## src/rtl/bf_pkg.sv

```systemverilog
package bf_pkg;
  localparam int WORD_W = 16;
  localparam int PTR_W  = 32;
  localparam int POS_W  = 8;
  localparam int NPL    = 2;
  localparam int REG_AW = 4;
  localparam int RGB_W  = 12;
  localparam int NPAL   = 1 << NPL;
  localparam int PH_W   = 4;
  localparam int CNT_W  = 3;

  typedef enum logic [REG_AW-1:0] {
    RA_MODE      = 4'd0,
    RA_WIN_FIRST = 4'd1,
    RA_WIN_LAST  = 4'd2,
    RA_FETCH_ON  = 4'd3,
    RA_FETCH_OFF = 4'd4,
    RA_STEP_ODD  = 4'd5,
    RA_STEP_EVEN = 4'd6
  } reg_sel_e;

  // half-open interval test used by the window logic
  function automatic logic in_span(input logic [POS_W-1:0] p,
                                   input logic [POS_W-1:0] lo,
                                   input logic [POS_W-1:0] hi);
    return (p >= lo) && (p < hi);
  endfunction

  // position inside the current 16-pixel fetch group
  function automatic logic [PH_W-1:0] slot_phase(input logic [POS_W-1:0] x,
                                                  input logic [POS_W-1:0] first);
    logic [POS_W-1:0] d;
    d = x - first;
    return d[PH_W-1:0];
  endfunction

  // pointer plus signed byte offset
  function automatic logic [PTR_W-1:0] add_step(input logic [PTR_W-1:0] p,
                                                input logic [WORD_W-1:0] s);
    return p + {{(PTR_W-WORD_W){s[WORD_W-1]}}, s};
  endfunction

  // plane count clamped to the implemented number of planes
  function automatic logic [CNT_W-1:0] eff_planes(input logic [CNT_W-1:0] n);
    return (n > CNT_W'(NPL)) ? CNT_W'(NPL) : n;
  endfunction
endpackage

```

## src/rtl/bf_regs.sv

```systemverilog
module bf_regs
  import bf_pkg::*;
(
  input  logic                          clk,
  input  logic                          rst_n,
  input  logic                          we,
  input  logic [REG_AW-1:0]             addr,
  input  logic [WORD_W-1:0]             wdata,
  output logic [CNT_W-1:0]              planes,
  output logic                          colour_en,
  output logic [WORD_W-1:0]             win_first,
  output logic [WORD_W-1:0]             win_last,
  output logic [POS_W-1:0]              fetch_on,
  output logic [POS_W-1:0]              fetch_off,
  output logic [WORD_W-1:0]             step_odd,
  output logic [WORD_W-1:0]             step_even,
  output logic [NPAL-1:0][RGB_W-1:0]    pal,
  output logic [NPL-1:0]                ptr_we_hi,
  output logic [NPL-1:0]                ptr_we_lo
);
  logic [CNT_W-1:0] planes_raw;

  always_ff @(posedge clk) begin
    if (!rst_n) begin
      planes_raw <= '0;
      colour_en  <= 1'b0;
      win_first  <= '0;
      win_last   <= '0;
      fetch_on   <= '0;
      fetch_off  <= '0;
      step_odd   <= '0;
      step_even  <= '0;
    end else if (we) begin
      case (addr)
        RA_MODE: begin
          planes_raw <= wdata[14:12];
          colour_en  <= wdata[9];
        end
        RA_WIN_FIRST: win_first <= wdata;
        RA_WIN_LAST:  win_last  <= wdata;
        RA_FETCH_ON:  fetch_on  <= wdata[POS_W-1:0];
        RA_FETCH_OFF: fetch_off <= wdata[POS_W-1:0];
        RA_STEP_ODD:  step_odd  <= wdata;
        RA_STEP_EVEN: step_even <= wdata;
        default: ;
      endcase
    end
  end

  assign planes = eff_planes(planes_raw);

  // palette entries at the top quarter of the register space
  for (genvar e = 0; e < NPAL; e++) begin : g_pal
    always_ff @(posedge clk) begin
      if (!rst_n)
        pal[e] <= '0;
      else if (we && addr[3:2] == 2'b11 && addr[1:0] == 2'(e))
        pal[e] <= wdata[RGB_W-1:0];
    end
  end

  // pointer halves: address 8 + 2*plane (+1 for low half)
  for (genvar p = 0; p < NPL; p++) begin : g_ptr_dec
    assign ptr_we_hi[p] = we && addr[3:2] == 2'b10 && addr[1] == 1'(p) && !addr[0];
    assign ptr_we_lo[p] = we && addr[3:2] == 2'b10 && addr[1] == 1'(p) &&  addr[0];
  end
endmodule

```

## src/rtl/bf_fetch.sv

```systemverilog
module bf_fetch
  import bf_pkg::*;
(
  input  logic                        clk,
  input  logic                        rst_n,
  input  logic [POS_W-1:0]            beam_x,
  input  logic [POS_W-1:0]            beam_y,
  input  logic [WORD_W-1:0]           win_first,
  input  logic [WORD_W-1:0]           win_last,
  input  logic [POS_W-1:0]            fetch_on,
  input  logic [POS_W-1:0]            fetch_off,
  input  logic [CNT_W-1:0]            planes,
  input  logic [WORD_W-1:0]           step_odd,
  input  logic [WORD_W-1:0]           step_even,
  input  logic [NPL-1:0]              ptr_we_hi,
  input  logic [NPL-1:0]              ptr_we_lo,
  input  logic [WORD_W-1:0]           wdata,
  input  logic [WORD_W-1:0]           mem_rdata,
  output logic                        mem_rd,
  output logic [PTR_W-1:0]            mem_addr,
  output logic [NPL-1:0][WORD_W-1:0]  hold,
  output logic [NPL-1:0][PTR_W-1:0]   ptr,
  output logic [NPL-1:0]              rd_ev,
  output logic                        eol_ev,
  output logic                        load_ev,
  output logic                        v_in
);
  logic [PH_W-1:0]  ph;
  logic [POS_W-1:0] grp_start;
  logic             slot_ok;
  logic             last_grp;
  logic [NPL-1:0]   rd_q;

  assign v_in      = in_span(beam_y, win_first[15:8], win_last[15:8]);
  assign ph        = slot_phase(beam_x, fetch_on);
  assign grp_start = beam_x - POS_W'(ph);
  assign slot_ok   = v_in && (planes != '0) && (beam_x >= fetch_on) &&
                     (grp_start <= fetch_off);
  assign last_grp  = ({1'b0, grp_start} + (POS_W+1)'(16)) > {1'b0, fetch_off};
  assign eol_ev    = slot_ok && last_grp && (ph == PH_W'(NPL));
  assign load_ev   = slot_ok && (ph == '1);

  for (genvar p = 0; p < NPL; p++) begin : g_plane
    logic [WORD_W-1:0] step;
    assign step     = (p % 2 == 0) ? step_odd : step_even;
    assign rd_ev[p] = slot_ok && (ph == PH_W'(p)) && (planes > CNT_W'(p));

    always_ff @(posedge clk) begin
      if (!rst_n) begin
        ptr[p]  <= '0;
        rd_q[p] <= 1'b0;
        hold[p] <= '0;
      end else begin
        rd_q[p] <= rd_ev[p];
        if (rd_q[p])
          hold[p] <= mem_rdata;
        if (ptr_we_hi[p])
          ptr[p][PTR_W-1:WORD_W] <= wdata;
        else if (ptr_we_lo[p])
          ptr[p][WORD_W-1:0] <= wdata;
        else if (rd_ev[p])
          ptr[p] <= ptr[p] + PTR_W'(2);
        else if (eol_ev && planes > CNT_W'(p))
          ptr[p] <= add_step(ptr[p], step);
      end
    end
  end

  always_comb begin
    mem_rd   = |rd_ev;
    mem_addr = ptr[0];
    for (int p = 0; p < NPL; p++)
      if (rd_ev[p]) mem_addr = ptr[p];
  end
endmodule

```

## src/rtl/bf_serial.sv

```systemverilog
module bf_serial
  import bf_pkg::*;
(
  input  logic                        clk,
  input  logic                        rst_n,
  input  logic                        load_ev,
  input  logic [CNT_W-1:0]            planes,
  input  logic [NPL-1:0][WORD_W-1:0]  hold,
  output logic [NPL-1:0]              idx
);
  for (genvar p = 0; p < NPL; p++) begin : g_shift
    logic [WORD_W-1:0] sh;
    always_ff @(posedge clk) begin
      if (!rst_n)
        sh <= '0;
      else if (load_ev)
        sh <= (planes > CNT_W'(p)) ? hold[p] : '0;
      else
        sh <= {sh[WORD_W-2:0], 1'b0};
    end
    assign idx[p] = sh[WORD_W-1];
  end
endmodule

```

## src/rtl/bf_colour.sv

```systemverilog
module bf_colour
  import bf_pkg::*;
(
  input  logic [POS_W-1:0]           beam_x,
  input  logic                       v_in,
  input  logic [WORD_W-1:0]          win_first,
  input  logic [WORD_W-1:0]          win_last,
  input  logic                       colour_en,
  input  logic [NPL-1:0]             idx,
  input  logic [NPAL-1:0][RGB_W-1:0] pal,
  output logic [RGB_W-1:0]           rgb,
  output logic                       disp_en
);
  assign disp_en = v_in && in_span(beam_x, win_first[7:0], win_last[7:0]);
  assign rgb     = (disp_en && colour_en) ? pal[idx] : pal[0];
endmodule

```

## src/rtl/bitplane_fetcher.sv

```systemverilog
module bitplane_fetcher
  import bf_pkg::*;
(
  input  logic                 clk,
  input  logic                 rst_n,
  input  logic                 reg_we,
  input  logic [REG_AW-1:0]    reg_addr,
  input  logic [WORD_W-1:0]    reg_wdata,
  input  logic [POS_W-1:0]     beam_x,
  input  logic [POS_W-1:0]     beam_y,
  output logic                 mem_rd,
  output logic [PTR_W-1:0]     mem_addr,
  input  logic [WORD_W-1:0]    mem_rdata,
  output logic [RGB_W-1:0]     rgb,
  output logic                 disp_en
);
  logic [CNT_W-1:0]            planes;
  logic                        colour_en;
  logic [WORD_W-1:0]           win_first, win_last, step_odd, step_even;
  logic [POS_W-1:0]            fetch_on, fetch_off;
  logic [NPAL-1:0][RGB_W-1:0]  pal;
  logic [NPL-1:0]              ptr_we_hi, ptr_we_lo;
  logic [NPL-1:0][WORD_W-1:0]  hold;
  logic [NPL-1:0][PTR_W-1:0]   ptr;
  logic [NPL-1:0]              rd_ev;
  logic                        eol_ev, load_ev, v_in;
  logic [NPL-1:0]              idx;

  bf_regs u_regs (
    .clk, .rst_n, .we(reg_we), .addr(reg_addr), .wdata(reg_wdata),
    .planes, .colour_en, .win_first, .win_last, .fetch_on, .fetch_off,
    .step_odd, .step_even, .pal, .ptr_we_hi, .ptr_we_lo
  );

  bf_fetch u_fetch (
    .clk, .rst_n, .beam_x, .beam_y, .win_first, .win_last, .fetch_on,
    .fetch_off, .planes, .step_odd, .step_even, .ptr_we_hi, .ptr_we_lo,
    .wdata(reg_wdata), .mem_rdata, .mem_rd, .mem_addr, .hold, .ptr,
    .rd_ev, .eol_ev, .load_ev, .v_in
  );

  bf_serial u_serial (
    .clk, .rst_n, .load_ev, .planes, .hold, .idx
  );

  bf_colour u_colour (
    .beam_x, .v_in, .win_first, .win_last, .colour_en, .idx, .pal,
    .rgb, .disp_en
  );
endmodule

```

## config.mk

```make
export PLATFORM = sky130hd
export DESIGN_NAME = bitplane_fetcher
export DESIGN_NICKNAME = d
export VERILOG_FILES = /design/src/rtl/bf_pkg.sv /design/src/rtl/bf_regs.sv /design/src/rtl/bf_fetch.sv /design/src/rtl/bf_serial.sv /design/src/rtl/bf_colour.sv /design/src/rtl/bitplane_fetcher.sv
export SDC_FILE = /design/constraint.sdc
export NUM_CORES = 1
export LEC_CHECK = 0
export BUFFER_PORTS_ARGS = -buffer_cell sky130_fd_sc_hd__buf_2
export CAP_MARGIN = 15
export CORE_MARGIN = 1.5
export CORE_UTILIZATION = 45
export CTS_CLUSTER_SIZE = 30
export DETAILED_ROUTE_END_ITERATION = 10
export GPL_ROUTABILITY_DRIVEN = 0
export SYNTH_ARGS = -nofsm -noshare
export SYNTH_HDL_FRONTEND = slang
export SYNTH_SLANG_ARGS = --single-unit
```

## constraint.sdc

```tcl
create_clock -name clk -period 6.8 [get_ports clk]
set_input_delay 0.34 -clock clk [delete_from_list [all_inputs] [get_ports clk]]
set_output_delay 0.34 -clock clk [all_outputs]
set_load 0.03 [all_outputs]
```

-- Word-level counts from Yosys, hierarchy flattened
Cells that the tools add are included.
Widths: inputs -> output; s select.
- reduce and logical (&&, ||, !) cells: 51
- divide/modulo/power cells: 0
- $lt $le $gt $ge: 11
- multiply operators: 0
- muxes and demuxes: 19
- bitwise logic cells: 3
- shift operators: 0
- eq/ne operators: 16
- add/subtract/negate cells: 7
- operators with widths (operator ; count):
    $mux 16 ; 10
    $mux 32 ; 5
    $add 32x2->32 const B ; 2
    $add 32x32->32 ; 2
    $logic_and 1x1->1 ; 28
    $bmux 12 s2 ; 1
    $ge 8x8->1 ; 3
    $mux 12 ; 2
    $reduce_and 2->1 ; 11
    $lt 8x8->1 ; 2
    $reduce_bool 3->1 ; 5
    $eq 4x2->1 const B ; 3
    $eq 4x3->1 const B ; 3
    $add 8x5->9 const B ; 1
    $gt 9x8->1 ; 1
    $eq 2x2->1 const B ; 4
    $eq 4x1->1 const B ; 2
    $le 8x8->1 ; 1
    $logic_not 4->1 ; 2
    $sub 8x4->8 ; 1
    $gt 3x1->1 const B ; 2
    $reduce_and 3->1 ; 2
    $eq 4x4->1 const B ; 1
    $ne 2x2->1 const B ; 2
    other kinds (9) ; 11
- memories kept: 0
- register bits after elaboration: 262
- bits in latches: 0
- input port bits: 55
- bits in writable memories: 0
- memory bits (read-only): 0

-- Depth between registers and ports, before layout
Gate-level depths: netlist of run 1.
- depth after elaboration: 13
- mapped depth: 25

-- By module
A second synthesis of run 1 with hierarchy kept.
- cell total of the unflattened synthesis: 2045
- area total of the unflattened synthesis: 17050.1 um^2
- modules (own cells, without submodules) (module ; instances ; cells each ; seq. area each (um^2) ; area an instance (um^2)):
    bf_fetch ; 1 ; 1419 ; 1961.9 ; 10356.2
    bf_regs ; 1 ; 469 ; 2642.5 ; 4814.6
    bf_serial ; 1 ; 74 ; 640.6 ; 999.7
    bf_colour ; 1 ; 83 ; 0.0 ; 879.6

-- Worst setup path before layout of run 1
Ideal clock, no wire load.
- path type: in2out
- from: in beam_x[0]
- to: out mem_addr[17]
- stages: 23
- path buffers: 5
- arrival: 5452 ps
- setup slack: 1008 ps
- cells stage by stage: inv_1 ha_1 inv_2 fa_1 clkbuf_1 inv_1 ha_1 a21oi_1 maj3_4 a21oi_1 or4_4 nand2_1 ha_1 a211oi_1 nand3_1 a2bb2oi_1 nor4_1 nand2_1 clkbuf_1 buf_1 clkbuf_1 clkbuf_1 o21ai_0
- longest elaborated chain between the ends: 7
- elaborated cells between the ends (all ways): 10
- RTL lines (item ; line ; text):
    start: declaration ; bitplane_fetcher.sv:9 ; input logic [POS_W-1:0] beam_x,
    $sub 4x4->4 ; bf_pkg.sv:33 ; d = x - first;
    $sub 8x4->8 ; bf_fetch.sv:36 ; assign grp_start = beam_x - POS_W'(ph);
    $le 8x8->1 ; bf_fetch.sv:38 ; (grp_start <= fetch_off);
    $logic_and 1x1->1 ; bf_fetch.sv:37 ; assign slot_ok = v_in && (planes != '0) && (beam_x >= fetch_on) &&
    $logic_and 1x1->1 (*) (2 in a row) ; bf_fetch.sv:46 ; assign rd_ev[p] = slot_ok && (ph == PH_W'(p)) && (planes > CNT_W'(p));
    $mux 32 (*) ; bf_fetch.sv:73 ; if (rd_ev[p]) mem_addr = ptr[p];
    end: declaration ; bitplane_fetcher.sv:12 ; output logic [PTR_W-1:0] mem_addr,
Mark *: on every way between the ends. The rest lies on a longest branch, timed or not.

-- Worst setup path after layout of run 1
- from: reg u_regs.fetch_on[0]
- to: out mem_addr[27]
- longest elaborated chain between the ends: 7
- elaborated cells between the ends (all ways): 10
- RTL lines (item ; line ; text):
    start: declaration ; bf_regs.sv:13 ; output logic [POS_W-1:0] fetch_on,
    start signal: assignment ; bf_regs.sv:41 ; RA_FETCH_ON: fetch_on <= wdata[POS_W-1:0];
    $sub 4x4->4 ; bf_pkg.sv:33 ;
    $sub 8x4->8 ; bf_fetch.sv:36 ;
    $le 8x8->1 ; bf_fetch.sv:38 ;
    $logic_and 1x1->1 ; bf_fetch.sv:37 ;
    $logic_and 1x1->1 (*) (2 in a row) ; bf_fetch.sv:46 ;
    $mux 32 (*) ; bf_fetch.sv:73 ;
Marked as above.

==> summary.txt, run 1 <==
Global routing
  – Maximum number of pins on one net before global-route repair: 130
  – GRT Total Usage: 0.2825
  – Vias in the first global route: about 15k
  – First-pass GRT wire length: 86,440 µm
  – Initial antenna violation count: 5
  – Total gr overflow: 0

Floorplan
  – Initial Utilization: 0.4576
  – Row cnt: 70
  – Top-level I/O count: between 100 and 150
  – CORE AREA: 0.03670 mm²
  – Chip height: between 150 and 200 µm
  – Die Footprint: ~0.038 mm²
  – Die width: approximately 200 µm

Final layout
  – Commonest non-fill, non-tap cell in the layout: nand2_1
  – Multi-input logic area: 0.01078 mm²
  – Layout cell share with drive strength beyond 1: 0.1025
  – Seq. cell area: roughly 0.0052 mm²
  – Finished Core Util: 0.5079
  – Area delta synth->final: 11.01%
  – Most frequent cells in the layout: nand2_1, dfxtp_1, a21oi_1, nor2_1, ha_1
  – Filler cells: about 3.6k
  – Nets@finish: about 2.4k
  – Final antenna diode count: 0

CTS
  – CTS H-tree depth: 1
  – Buffer count from post-CTS setup fixing: 0
  – Longest Clk Path Bufs: 3
  – Clock sink count: around 260
  – Clock Latency Late Sink: ~0.56 ns
  – TritonCTS clock tree: yes
  – CTS buffer count: 30
  – Clock slew at reported path FFs: ~0.060 ns
  – Clock root buffer: clkbuf_16
  – Cts repair resizes: 0
  – Hold Buf Count CTS: 0

Setup path
  – CP startpoint kind: flip-flop
  – CP max stage cell: fa_1
  – CP Class: reg -> out
  – Worst-path cell chain: ha_1, inv_2, fa_1, inv_1, ha_1, a21oi_1, maj3_4, a31oi_1, o31ai_1, nand2_1, ha_1, a211oi_1, nand3_1, a2bb2oi_1, nor4_1, buf_4, and2_2, buf_4, nand2_1, nand2_1, buf_2
  – CP arrival: roughly 6 ns
  – Critical path capture point type: primary output
  – WP data required: around 6.5 ns
  – Slowest stage delay, CP: 0.67 ns
  – CP Max Fanout: 29

Timing
  – Final Skew: between 0.01 and 0.015 ns
  – Final Cycle Share: 0.9266
  – RSZ-0062 raised after global routing: no
  – Final worst slack: approximately 0.50 ns
  – Least-Margin Pin Slew: between 1 and 1.5 ns
  – Slew Limit Fails: 0
  – Fin Hold WS: around 0.032 ns
  – Hold Violations, Final: 0
  – Fmax: ~160 MHz
  – Setup TNS: 0 ns
  – Fin crit period: around 6.3 ns
  – Max-slew headroom at the worst pin: 0.2432
  – Endpoints failing setup: 0

Yosys
  – Most common flop cell mapped by yosys: dfxtp_1
  – Yosys reg bits: roughly 260
  – Number of synthesized flops with an enable pin: 0
  – Post-synth cell types: between 80 and 90
  – Post-Syn Nets: 2,379
  – Synth warn: 0
  – Syn Area/Cell: around 7.6 µm²
  – Fraction of registers with async set/reset: 0
  – Synthesized netlist cell count: 2,204
  – Synthesized area: roughly 0.017 mm²
  – Sequential share of the synthesized area: 0.3124

Routing
  – First DRT Iteration DRCs: between 1k and 1.5k
  – Avg WL per Cell: slightly above 20 µm
  – Routed WL: approximately 55,000 µm
  – Antenna viol nets, final: 0
  – DRC viols: 0
  – Routed vias/inst: 6.004
  – First-pass DRT Iterations: 5
  – Via count: 16.34k

Flow run
  – Max Cap Viol: 0

Place
  – Port buffer count: 100
  – Hpwl dp: 38,390 µm
  – Placement Setup Slack: a little over 0.6 ns

Power
  – LEAKAGE: 7.314 nW
  – PD cells: ~190 mW/mm²
  – Maximum VDD drop: 0.2058 mV

Run status
  – Status: completed

Worst hold path
  – HP Class: in -> reg
## cell families (layout without fill, tap and decap cells)
kind of cell / after synthesis / count (layout) / synth area share
XOR/XNOR: 67 / 67 / 0.03540
AND/OR/NAND/NOR: 864 / 864 / 0.2268
flip-flops: 262 / 262 / 0.3124
adder cells (fa/ha/maj): 121 / 121 / 0.09203
AO/OA/AOI/OAI: 582 / 582 / 0.2154
multiplexers: 103 / 103 / 0.07131
buffers and inverters: 205 / 255 / 0.04680
## cell usage after synthesis, drive strengths merged, types with 8 or more instances
| library cell | instances | area share |
|---|---|---|
| nand2 | 433 | 0.097 |
| dfxtp | 262 | 0.31 |
| a21oi | 257 | 0.077 |
| nor2 | 165 | 0.037 |
| ha | 116 | 0.086 |
| clkbuf | 115 | 0.026 |
| nand3 | 93 | 0.028 |
| o21ai | 92 | 0.027 |
| mux2i | 78 | 0.046 |
| inv | 76 | 0.017 |
| a21o | 37 | 0.017 |
| nor3 | 34 | 0.010 |
| xor2 | 34 | 0.018 |
| xnor2 | 33 | 0.017 |
| and3 | 22 | 0.0082 |
| a211oi | 21 | 0.0097 |
| a31oi | 21 | 0.0087 |
| nand4 | 17 | 0.0063 |
| o22ai | 17 | 0.0063 |
| nand2b | 16 | 0.0060 |
| o211ai | 16 | 0.0072 |
| or3 | 16 | 0.0060 |
| nor2b | 15 | 0.0056 |
| o21a | 14 | 0.0063 |
| and4 | 13 | 0.0068 |
| buf | 13 | 0.0039 |
| mux2 | 13 | 0.0087 |
| mux4 | 12 | 0.016 |
| o31ai | 11 | 0.0049 |
| a221oi | 10 | 0.0052 |
| and2 | 10 | 0.0037 |
| nor4 | 10 | 0.0037 |
| or2 | 10 | 0.0037 |
| a211o | 9 | 0.0047 |
| a41oi | 8 | 0.0042 |
| o221ai | 8 | 0.0042 |
## cell type report
class / instances / area share
Tap cell: 468 / 0.03142
Clock buffer: 42 / 0.04813
Clock inverter: 10 / 0.007384
Multi-Input combinational cell: 1737 / 0.5784
Inverter: 77 / 0.01578
Timing Repair Buffer: 126 / 0.03752
Sequential cell: 262 / 0.2814
## worst max-delay path, delay by kind of cell, from the launching register on
kind,cells,cell delay [ns]
buffers and inverters,5,0.96
AND/OR/NAND/NOR,6,1.22
AO/OA/AOI/OAI,5,1.17
adder cells (fa/ha/maj),5,1.66
flip-flops,1,0.33
## through the flow
step | area, µm² | power (mW) | cells
global route | 18640 | 3.720 | 2722
finish | 18640 | 3.594 | 2722
floorplan | 16790 | 1.812 | 2204
CTS | 18640 | 3.616 | 2722
global placement | 17590 | 1.923 | 2669
detailed placement | 17600 | 1.929 | 2670
## worst paths after layout
check	start	end	slack (ns)	cells past startpoint
max	u_regs.fetch_on[0]	mem_addr[27]	0.50	21
min	mem_rdata[8]	u_fetch.hold[24]	0.03	3
max reg2reg	u_regs.fetch_on[0]	u_fetch.ptr[34]	0.76	19
min reg2reg	u_serial.g_shift[1].sh[3]	u_serial.g_shift[1].sh[4]	0.43	2
## sequential cells by signal, indices dropped and copies added (netlist names)
signal	flops
u_fetch.ptr	64
u_regs.pal	48
u_fetch.hold	32
u_serial.g_shift.sh	32
u_regs.step_even	16
u_regs.step_odd	16
u_regs.win_first	16
u_regs.win_last	16
u_regs.fetch_off	8
u_regs.fetch_on	8
u_regs.planes_raw	3
u_fetch.rd_q	2
u_regs.colour_en	1
## where the power goes
part | switching [mW] | internal (mW)
registers | 0.0192 | 1.55
clock network | 0.670 | 1.03
logic | 0.220 | 0.109
total | 0.909 | 2.69
## layer usage
layer | track usage | routed length [µm] | part of all wire | vias up
li1 | - | - | - | 7861
met1 | 0.3767 | 24340 | 0.44 | 7716
met2 | 0.4720 | 25050 | 0.45 | 633
met3 | 0.04263 | 4134 | 0.075 | 122
met4 | 0.08291 | 1636 | 0.030 | 10
met5 | 0 | 64 | 0.0012 | -
No activity file was read; power rests on OpenSTA's default activity.
==> run 2, diff against run 1 <==
--- a/config.mk
+++ b/config.mk
@@ -7,7 +7,7 @@
 export LEC_CHECK = 0
 export BUFFER_PORTS_ARGS = -buffer_cell sky130_fd_sc_hd__buf_2
 export CAP_MARGIN = 15
-export CORE_MARGIN = 1.5
+export CORE_MARGIN = 2
 export CORE_UTILIZATION = 45
 export CTS_CLUSTER_SIZE = 30
 export DETAILED_ROUTE_END_ITERATION = 10
==> constraint.sdc (replaced) <==
create_clock -name clk -period 7.2 [get_ports clk]
set_input_delay 0.36 -clock clk [delete_from_list [all_inputs] [get_ports clk]]
set_output_delay 0.36 -clock clk [all_outputs]
set_load 0.03 [all_outputs]
==> run 2 against run 1 <==
  * Flip-flop and latch count did not move
  * Core utilization shrank 0.14 points
  * Worst setup slack improved by 0.33 ns
  * Sequential share of layout area up 0.076 points
  * Final cell count hardly changed
  * Design area decreased by 0.27%
  * Worst hold slack better by 0.032 ns
  * Via count is 0.15% lower
  * Non-clock buffer count down 3
  * Critical path type unchanged
  * Critical endpoint is now mem_rd
  * Largest cell class unchanged
==> summary.txt, run 2 (synthesized netlist as in run 1, its figures left out) <==
Run status
  – Status: completed (unchanged)

Global routing
  – GRT Total Usage: 0.2739 (was 0.2825)
  – Vias in the first global route: 15.62k (was 15.39k)
  – Total gr overflow: 0 (unchanged)
  – First-pass GRT wire length: 85,210 µm (was 86,440 µm)
  – Maximum number of pins on one net before global-route repair: 93 (was 130)
  – Initial antenna violation count: 4 (was 5)

Routing
  – First-pass DRT Iterations: 6 (was 5)
  – Avg WL per Cell: 19.88 µm (was 20.29 µm)
  – DRC viols: 0 (unchanged)
  – Via count: 16.32k (was 16.34k)
  – Routed vias/inst: 5.997 (was 6.004)
  – Routed WL: 54,080 µm (was 55,220 µm)
  – Antenna viol nets, final: 0 (unchanged)
  – First DRT Iteration DRCs: 1,209 (was 1,248)

Timing
  – Fmax: between 150 and 200 MHz
  – Endpoints failing setup: 0 (unchanged)
  – Max-slew headroom at the worst pin: 0.2359 (was 0.2432)
  – RSZ-0062 raised after global routing: no (unchanged)
  – Setup TNS: 0 ns (unchanged)
  – Final worst slack: 0.8290 ns (was 0.4990 ns)
  – Final Cycle Share: 0.8849
  – Hold Violations, Final: 0 (unchanged)
  – Fin crit period: 6.371 ns
  – Slew Limit Fails: 0 (unchanged)
  – Least-Margin Pin Slew: 1.145 ns (was 1.129 ns)
  – Final Skew: 0.02323 ns (was 0.01063 ns)

Final layout
  – Filler cells: 3,600 (was 3,573)
  – Reg with most FFs: u_fetch.ptr (unchanged)
  – Layout cell share with drive strength beyond 1: 0.1012 (was 0.1025)
  – Area delta synth->final: 10.71% (was 11.01%)
  – Most frequent cells in the layout: nand2_1, dfxtp_1, a21oi_1, nor2_1, ha_1 (unchanged)
  – Largest regs: u_fetch.ptr (64), u_regs.pal (48) (unchanged)
  – Max reg flops: 64 (unchanged)
  – Commonest non-fill, non-tap cell in the layout: nand2_1 (unchanged)
  – Post-route insts no fill: 2,721 (was 2,722)
  – Nets@finish: 2,405 (was 2,409)

Floorplan
  – Row cnt: 70 (unchanged)
  – Die width: 197.2 µm (was 196.2 µm)
  – Die Footprint: 0.03887 mm² (was 0.03848 mm²)
  – Chip height: 197.2 µm (was 196.2 µm)
  – Top-level I/O count: 101 (unchanged)
  – CORE AREA: 0.03670 mm² (unchanged)
  – Initial Utilization: 0.4576 (unchanged)

Setup path
  – Critical path capture point type: primary output (unchanged)
  – CP arrival: 6.01 ns (was 5.96 ns)
  – Critical path origin: u_regs.fetch_on[0] (unchanged)
  – CP startpoint kind: flip-flop (unchanged)
  – WP data required: 6.84 ns (was 6.46 ns)
  – R2r endpoint: u_fetch.ptr[62] (was u_fetch.ptr[34])
  – CP Max Fanout: 20 (was 29)
  – CP Class: reg -> out (unchanged)
  – Critical R2R Launch: u_regs.fetch_on[0] (unchanged)
  – R2r setup slk: 1.08 ns (was 0.76 ns)
  – Reg2Reg Depth: 22 (was 19)

CTS
  – Clock sink count: 262 (unchanged)
  – CTS buffer count: 29 (was 30)
  – Clock Latency Late Sink: 0.56 ns (about the same)
  – CTS H-tree depth: 1 (unchanged)
  – Longest Clk Path Bufs: 3 (unchanged)
  – TritonCTS clock tree: yes (unchanged)
  – Buffer count from post-CTS setup fixing: 0 (unchanged)
  – Clock root buffer: clkbuf_16 (unchanged)
  – Hold Buf Count CTS: 0 (unchanged)
  – Clock slew at reported path FFs: 0.06 ns (about the same)
  – Cts repair resizes: 0 (unchanged)

Power
  – PD cells: 180.2 mW/mm² (was 192.8 mW/mm²)
  – Maximum VDD drop: 0.2022 mV (was 0.2058 mV)
  – LEAKAGE: 7.282 nW (was 7.314 nW)

Worst hold path
  – Cell depth of the worst min-delay path: 3 (unchanged)
  – HP Class: in -> reg (unchanged)
  – Hold Path Origin: mem_rdata[10] (was mem_rdata[8])
  – Hold Path End: u_fetch.hold[10] (was u_fetch.hold[24])

Place
  – Placed insts: 2,666 (was 2,670)
  – Port buffer count: 100 (unchanged)
  – Hpwl dp: 37,720 µm (was 38,390 µm)
  – Placement Setup Slack: 0.9306 ns (was 0.6129 ns)

Flow run
  – Max Cap Viol: 0 (unchanged)
## run 2: per-stage QoR
| step | total power [mW] | utilization | area, µm² | hold slack (ns) |
|---|---|---|---|---|
| 3_5_place_dp | 1.825 | 0.4790 | 17580 | 0.4255 |
| 2_1_floorplan | 1.711 | - | 16790 | 0.4135 |
| 3_3_place_gp | 1.819 | 0.4790 | 17580 | 0.4217 |
| 5_1_grt | 3.468 | 0.5065 | 18590 | 0.06757 |
| 6_report | 3.350 | 0.5065 | 18590 | 0.06417 |
| 4_1_cts | 3.377 | 0.5063 | 18580 | 0.04876 |
## run 2: cell type report
cell class	instances	area, µm²	share of cell area
Antenna cell	1	2.502	0.0001346
Clock buffer	43	868.3	0.04671
Clock inverter	10	133.9	0.007202
Inverter	77	294.0	0.01582
Multi-Input combinational cell	1737	10790	0.5803
Sequential cell	262	5245	0.2822
Tap cell	468	585.6	0.03150
Timing Repair Buffer	123	673.1	0.03621
## run 2: critical path: stages, from the launching register on
cell       delay, ns
dfxtp_1         0.33
ha_1            0.15
inv_2           0.06
fa_1            0.67
inv_1           0.15
ha_1            0.29
a21oi_1         0.17
maj3_4          0.21
a31oi_1         0.12
o31ai_1         0.44
nand2_1         0.17
ha_1            0.34
a211oi_1        0.27
nand3_1         0.13
a2bb2oi_1       0.21
or4b_2          0.81
nand2b_1        0.33
buf_4           0.28
nand2_1         0.10
buf_2           0.23
## run 2: how the worst max path moves through the flow
stage                 endpoint  slack, ns
2_1_floorplan     mem_addr[17]       1.37
3_3_place_gp   u_fetch.ptr[34]       1.12
3_5_place_dp   u_fetch.ptr[34]       0.93
4_1_cts                 mem_rd       0.79
5_1_grt           mem_addr[13]       0.27
6_report                mem_rd       0.83
## run 2: per-layer routing
metal / vias to the layer above / wire [µm] / part of all wire / GRT usage
met5: - / 113 / 0.0021 / 0.01405
met4: 8 / 2013 / 0.037 / 0.1025
met3: 123 / 3717 / 0.069 / 0.05003
met2: 550 / 24510 / 0.45 / 0.4459
met1: 7749 / 23730 / 0.44 / 0.3609
li1: 7888 / - / - / -
## run 2: power by group
| group | leakage (nW) | internal, mW | switching (mW) | total [mW] |
|---|---|---|---|---|
| Combinational | 4.68 | 0.106 | 0.212 | 0.319 |
| Sequential | 2.11 | 1.46 | 0.0171 | 1.48 |
| Clock | 0.490 | 0.938 | 0.613 | 1.55 |
==> run 3, diff against run 2 <==
--- a/config.mk
+++ b/config.mk
@@ -5,7 +5,7 @@
 export SDC_FILE = /design/constraint.sdc
 export NUM_CORES = 1
 export LEC_CHECK = 0
-export BUFFER_PORTS_ARGS = -buffer_cell sky130_fd_sc_hd__buf_2
+export BUFFER_PORTS_ARGS = -buffer_cell sky130_fd_sc_hd__buf_4
 export CAP_MARGIN = 15
 export CORE_MARGIN = 2
 export CORE_UTILIZATION = 45
==> run 3 against run 2 <==
  * Via count decreased by 0.73%
  * Core utilization increased by 0.79 points
  * Global-route usage rose by 0.35 points
  * Sequential power about the same
  * Register-to-register slack worse by 0.17 ns
  * Power rose by 2.0%
  * Routed wire length up 0.15%
  * Worst hold slack worse by 0.0087 ns
  * Critical endpoint unchanged
  * Largest power group unchanged
==> summary.txt, run 3 (synthesized netlist as in run 1, its figures left out) <==
Setup path
  – Slowest stage delay, CP: 0.79 ns (was 0.81 ns)
  – WP data required: 6.84 ns (about the same)
  – CP startpoint kind: flip-flop (unchanged)
  – Cell family with most CP delay: simple AND/OR/NAND/NOR gates (was adder cells)
  – CP arrival: 6.32 ns (was 6.01 ns)
  – Critical path buffer and inverter count: 3 (was 4)
  – Reg2Reg Depth: 20 (was 22)
  – Critical path capture point type: primary output (unchanged)
  – WP depth: 18 (was 19)
  – CP Class: reg -> out (unchanged)
  – Most frequent CP cell: ha_1 (unchanged)
  – CP Max Fanout: 24 (was 20)
  – Worst-path cell chain: ha_1, inv_2, fa_1, inv_1, ha_1, a21oi_1, maj3_4, a31oi_1, o31ai_1, nand2_1, ha_1, a211oi_1, nand3_1, a2bb2oi_1, or4b_2, nand2b_1, nand2_1, buf_4 (was ha_1, inv_2, fa_1, inv_1, ha_1, a21oi_1, maj3_4, a31oi_1, o31ai_1, nand2_1, ha_1, a211oi_1, nand3_1, a2bb2oi_1, or4b_2, nand2b_1, buf_4, nand2_1, buf_2)
  – CP max stage cell: or4b_2 (unchanged)

Routing
  – DRC viols: 0 (unchanged)
  – First-pass DRT Iterations: 6 (unchanged)
  – Routed WL: 54,160 µm (was 54,080 µm)
  – Routed vias/inst: 5.956 (was 5.997)
  – Via count: 16.20k (was 16.32k)
  – Antenna viol nets, final: 0 (unchanged)
  – Avg WL per Cell: 19.91 µm (was 19.88 µm)
  – First DRT Iteration DRCs: 1,232 (was 1,209)

Global routing
  – Vias in the first global route: 15.59k (was 15.62k)
  – GRT Total Usage: 0.2774 (was 0.2739)
  – Initial antenna violation count: 1 (was 4)
  – First-pass GRT wire length: 86,530 µm (was 85,210 µm)
  – Maximum number of pins on one net before global-route repair: 128 (was 93)
  – Total gr overflow: 0 (unchanged)

Timing
  – Fmax: 149.7 MHz (was 157.0 MHz)
  – Setup TNS: 0 ns (unchanged)
  – Max-slew headroom at the worst pin: 0.2171 (was 0.2359)
  – RSZ-0062 raised after global routing: no (unchanged)
  – Final Cycle Share: 0.9280 (was 0.8849)
  – Least-Margin Pin Slew: 1.174 ns (was 1.145 ns)
  – Hold Violations, Final: 0 (unchanged)
  – Slew Limit Fails: 0 (unchanged)
  – Endpoints failing setup: 0 (unchanged)
  – Final Skew: 0.01839 ns (was 0.02323 ns)
  – Fin crit period: 6.682 ns (was 6.371 ns)

CTS
  – TritonCTS clock tree: yes (unchanged)
  – Hold Buf Count CTS: 0 (unchanged)
  – Clock slew at reported path FFs: 0.06 ns (about the same)
  – Clock sink count: 262 (unchanged)
  – Clock Latency Late Sink: 0.56 ns (about the same)
  – CTS H-tree depth: 1 (unchanged)
  – Longest Clk Path Bufs: 3 (unchanged)
  – CTS buffer count: 30 (was 29)
  – Cts repair resizes: 0 (unchanged)
  – Clock root buffer: clkbuf_16 (unchanged)
  – Buffer count from post-CTS setup fixing: 0 (unchanged)

Final layout
  – Final antenna diode count: 0 (was 1)
  – Max reg flops: 64 (unchanged)
  – Nets@finish: 2,403 (was 2,405)
  – Area delta synth->final: 12.44% (was 10.71%)
  – Most frequent cells in the layout: nand2_1, dfxtp_1, a21oi_1, nor2_1, buf_4 (was nand2_1, dfxtp_1, a21oi_1, nor2_1, ha_1)
  – Layout cell share with drive strength beyond 1: 0.1012 (unchanged)
  – Finished Core Util: 0.5145 (was 0.5065)
  – Commonest non-fill, non-tap cell in the layout: nand2_1 (unchanged)
  – Reg with most FFs: u_fetch.ptr (unchanged)
  – Largest regs: u_fetch.ptr (64), u_regs.pal (48) (unchanged)

Run status
  – Status: completed (unchanged)

Power
  – PD cells: 181.1 mW/mm² (was 180.2 mW/mm²)
  – LEAKAGE: 7.344 nW (was 7.282 nW)
  – Maximum VDD drop: 0.2047 mV (was 0.2022 mV)
  – Total power: 3.419 mW (was 3.350 mW)

Floorplan
  – Top-level I/O count: 101 (unchanged)
  – Die width: 197.2 µm (unchanged)
  – Die Footprint: 0.03887 mm² (unchanged)
  – Chip height: 197.2 µm (unchanged)
  – Row cnt: 70 (unchanged)
  – Initial Utilization: 0.4576 (unchanged)
  – CORE AREA: 0.03670 mm² (unchanged)

Worst hold path
  – Cell depth of the worst min-delay path: 3 (unchanged)
  – HP Class: in -> reg (unchanged)

Flow run
  – Max Cap Viol: 0 (unchanged)

Place
  – Port buffer count: 100 (unchanged)
  – Hpwl dp: 37,060 µm (was 37,720 µm)
-- run 3: cell types whose count changed in the layout (fill, tap and decap cells not counted), moves of 2 or more --
cell,change
buf_2,-100
clkbuf_8,-5
clkinv_2,+4
buf_4,+95
clkbuf_16,+2
clkinv_4,+2
-- run 3: final timing paths --
kind | start | to | slack, ns
setup reg to reg | u_regs.fetch_on[0] | u_fetch.ptr[30] | 0.91
hold reg to reg | u_serial.g_shift[1].sh[2] | u_serial.g_shift[1].sh[3] | 0.43
hold / removal | mem_rdata[10] | u_fetch.hold[26] | 0.06
setup / recovery | u_regs.fetch_on[0] | mem_rd | 0.52
-- run 3: report_power, final --
| part | internal [mW] | switching, mW |
|---|---|---|
| clock | 0.971 | 0.644 |
| sequential | 1.46 | 0.0171 |
| combinational | 0.114 | 0.208 |
-- run 3: worst register-to-register path, stage by stage, from the launching register on --
cell and delay (ns):
dfxtp_1 0.34, ha_1 0.17, inv_2 0.07, fa_1 0.66, inv_1 0.14, ha_1 0.29
a21oi_1 0.20, maj3_4 0.22, a31oi_1 0.11, o31ai_1 0.44, nand2_1 0.17, ha_1 0.34
a211oi_1 0.26, nand3_1 0.11, a2bb2oi_1 0.19, or4b_2 0.79, nand2b_1 0.76, nor2_1 0.53
nand2_1 0.09, o221ai_1 0.19, a211oi_1 0.07
-- run 3: layer usage --
layer / vias to the layer above / GRT usage / part of all wire
li1: 7880 / - / -
met1: 7703 / 0.3829 / 0.46
met2: 521 / 0.4554 / 0.45
met3: 93 / 0.03551 / 0.063
met4: 2 / 0.07769 / 0.028
met5: - / 0 / 0.00020
-- run 3: stage by stage --
stage                     worst slack (ns)  hold WS, ns  std cells  instance area [µm²]
after global placement              0.9861       0.4229       2661                17790
final                               0.5181      0.05548       2720                18880
after detailed placement            0.7753       0.4246       2661                17790
after global routing               0.07288      0.05165       2720                18880
after floorplan                      1.368       0.4135       2204                16790
after CTS                           0.5416      0.04113       2717                18830
-- run 3: final cells by class --
class | count | area (µm²)
tap | 468 | 585.6
inverter | 77 | 294.0
fill | 3564 | 17820
sequential | 262 | 5245
clock inverter | 16 | 193.9
timing repair buffer | 120 | 924.6
clock buffer | 40 | 849.6
multi-input combinational | 1737 | 10790
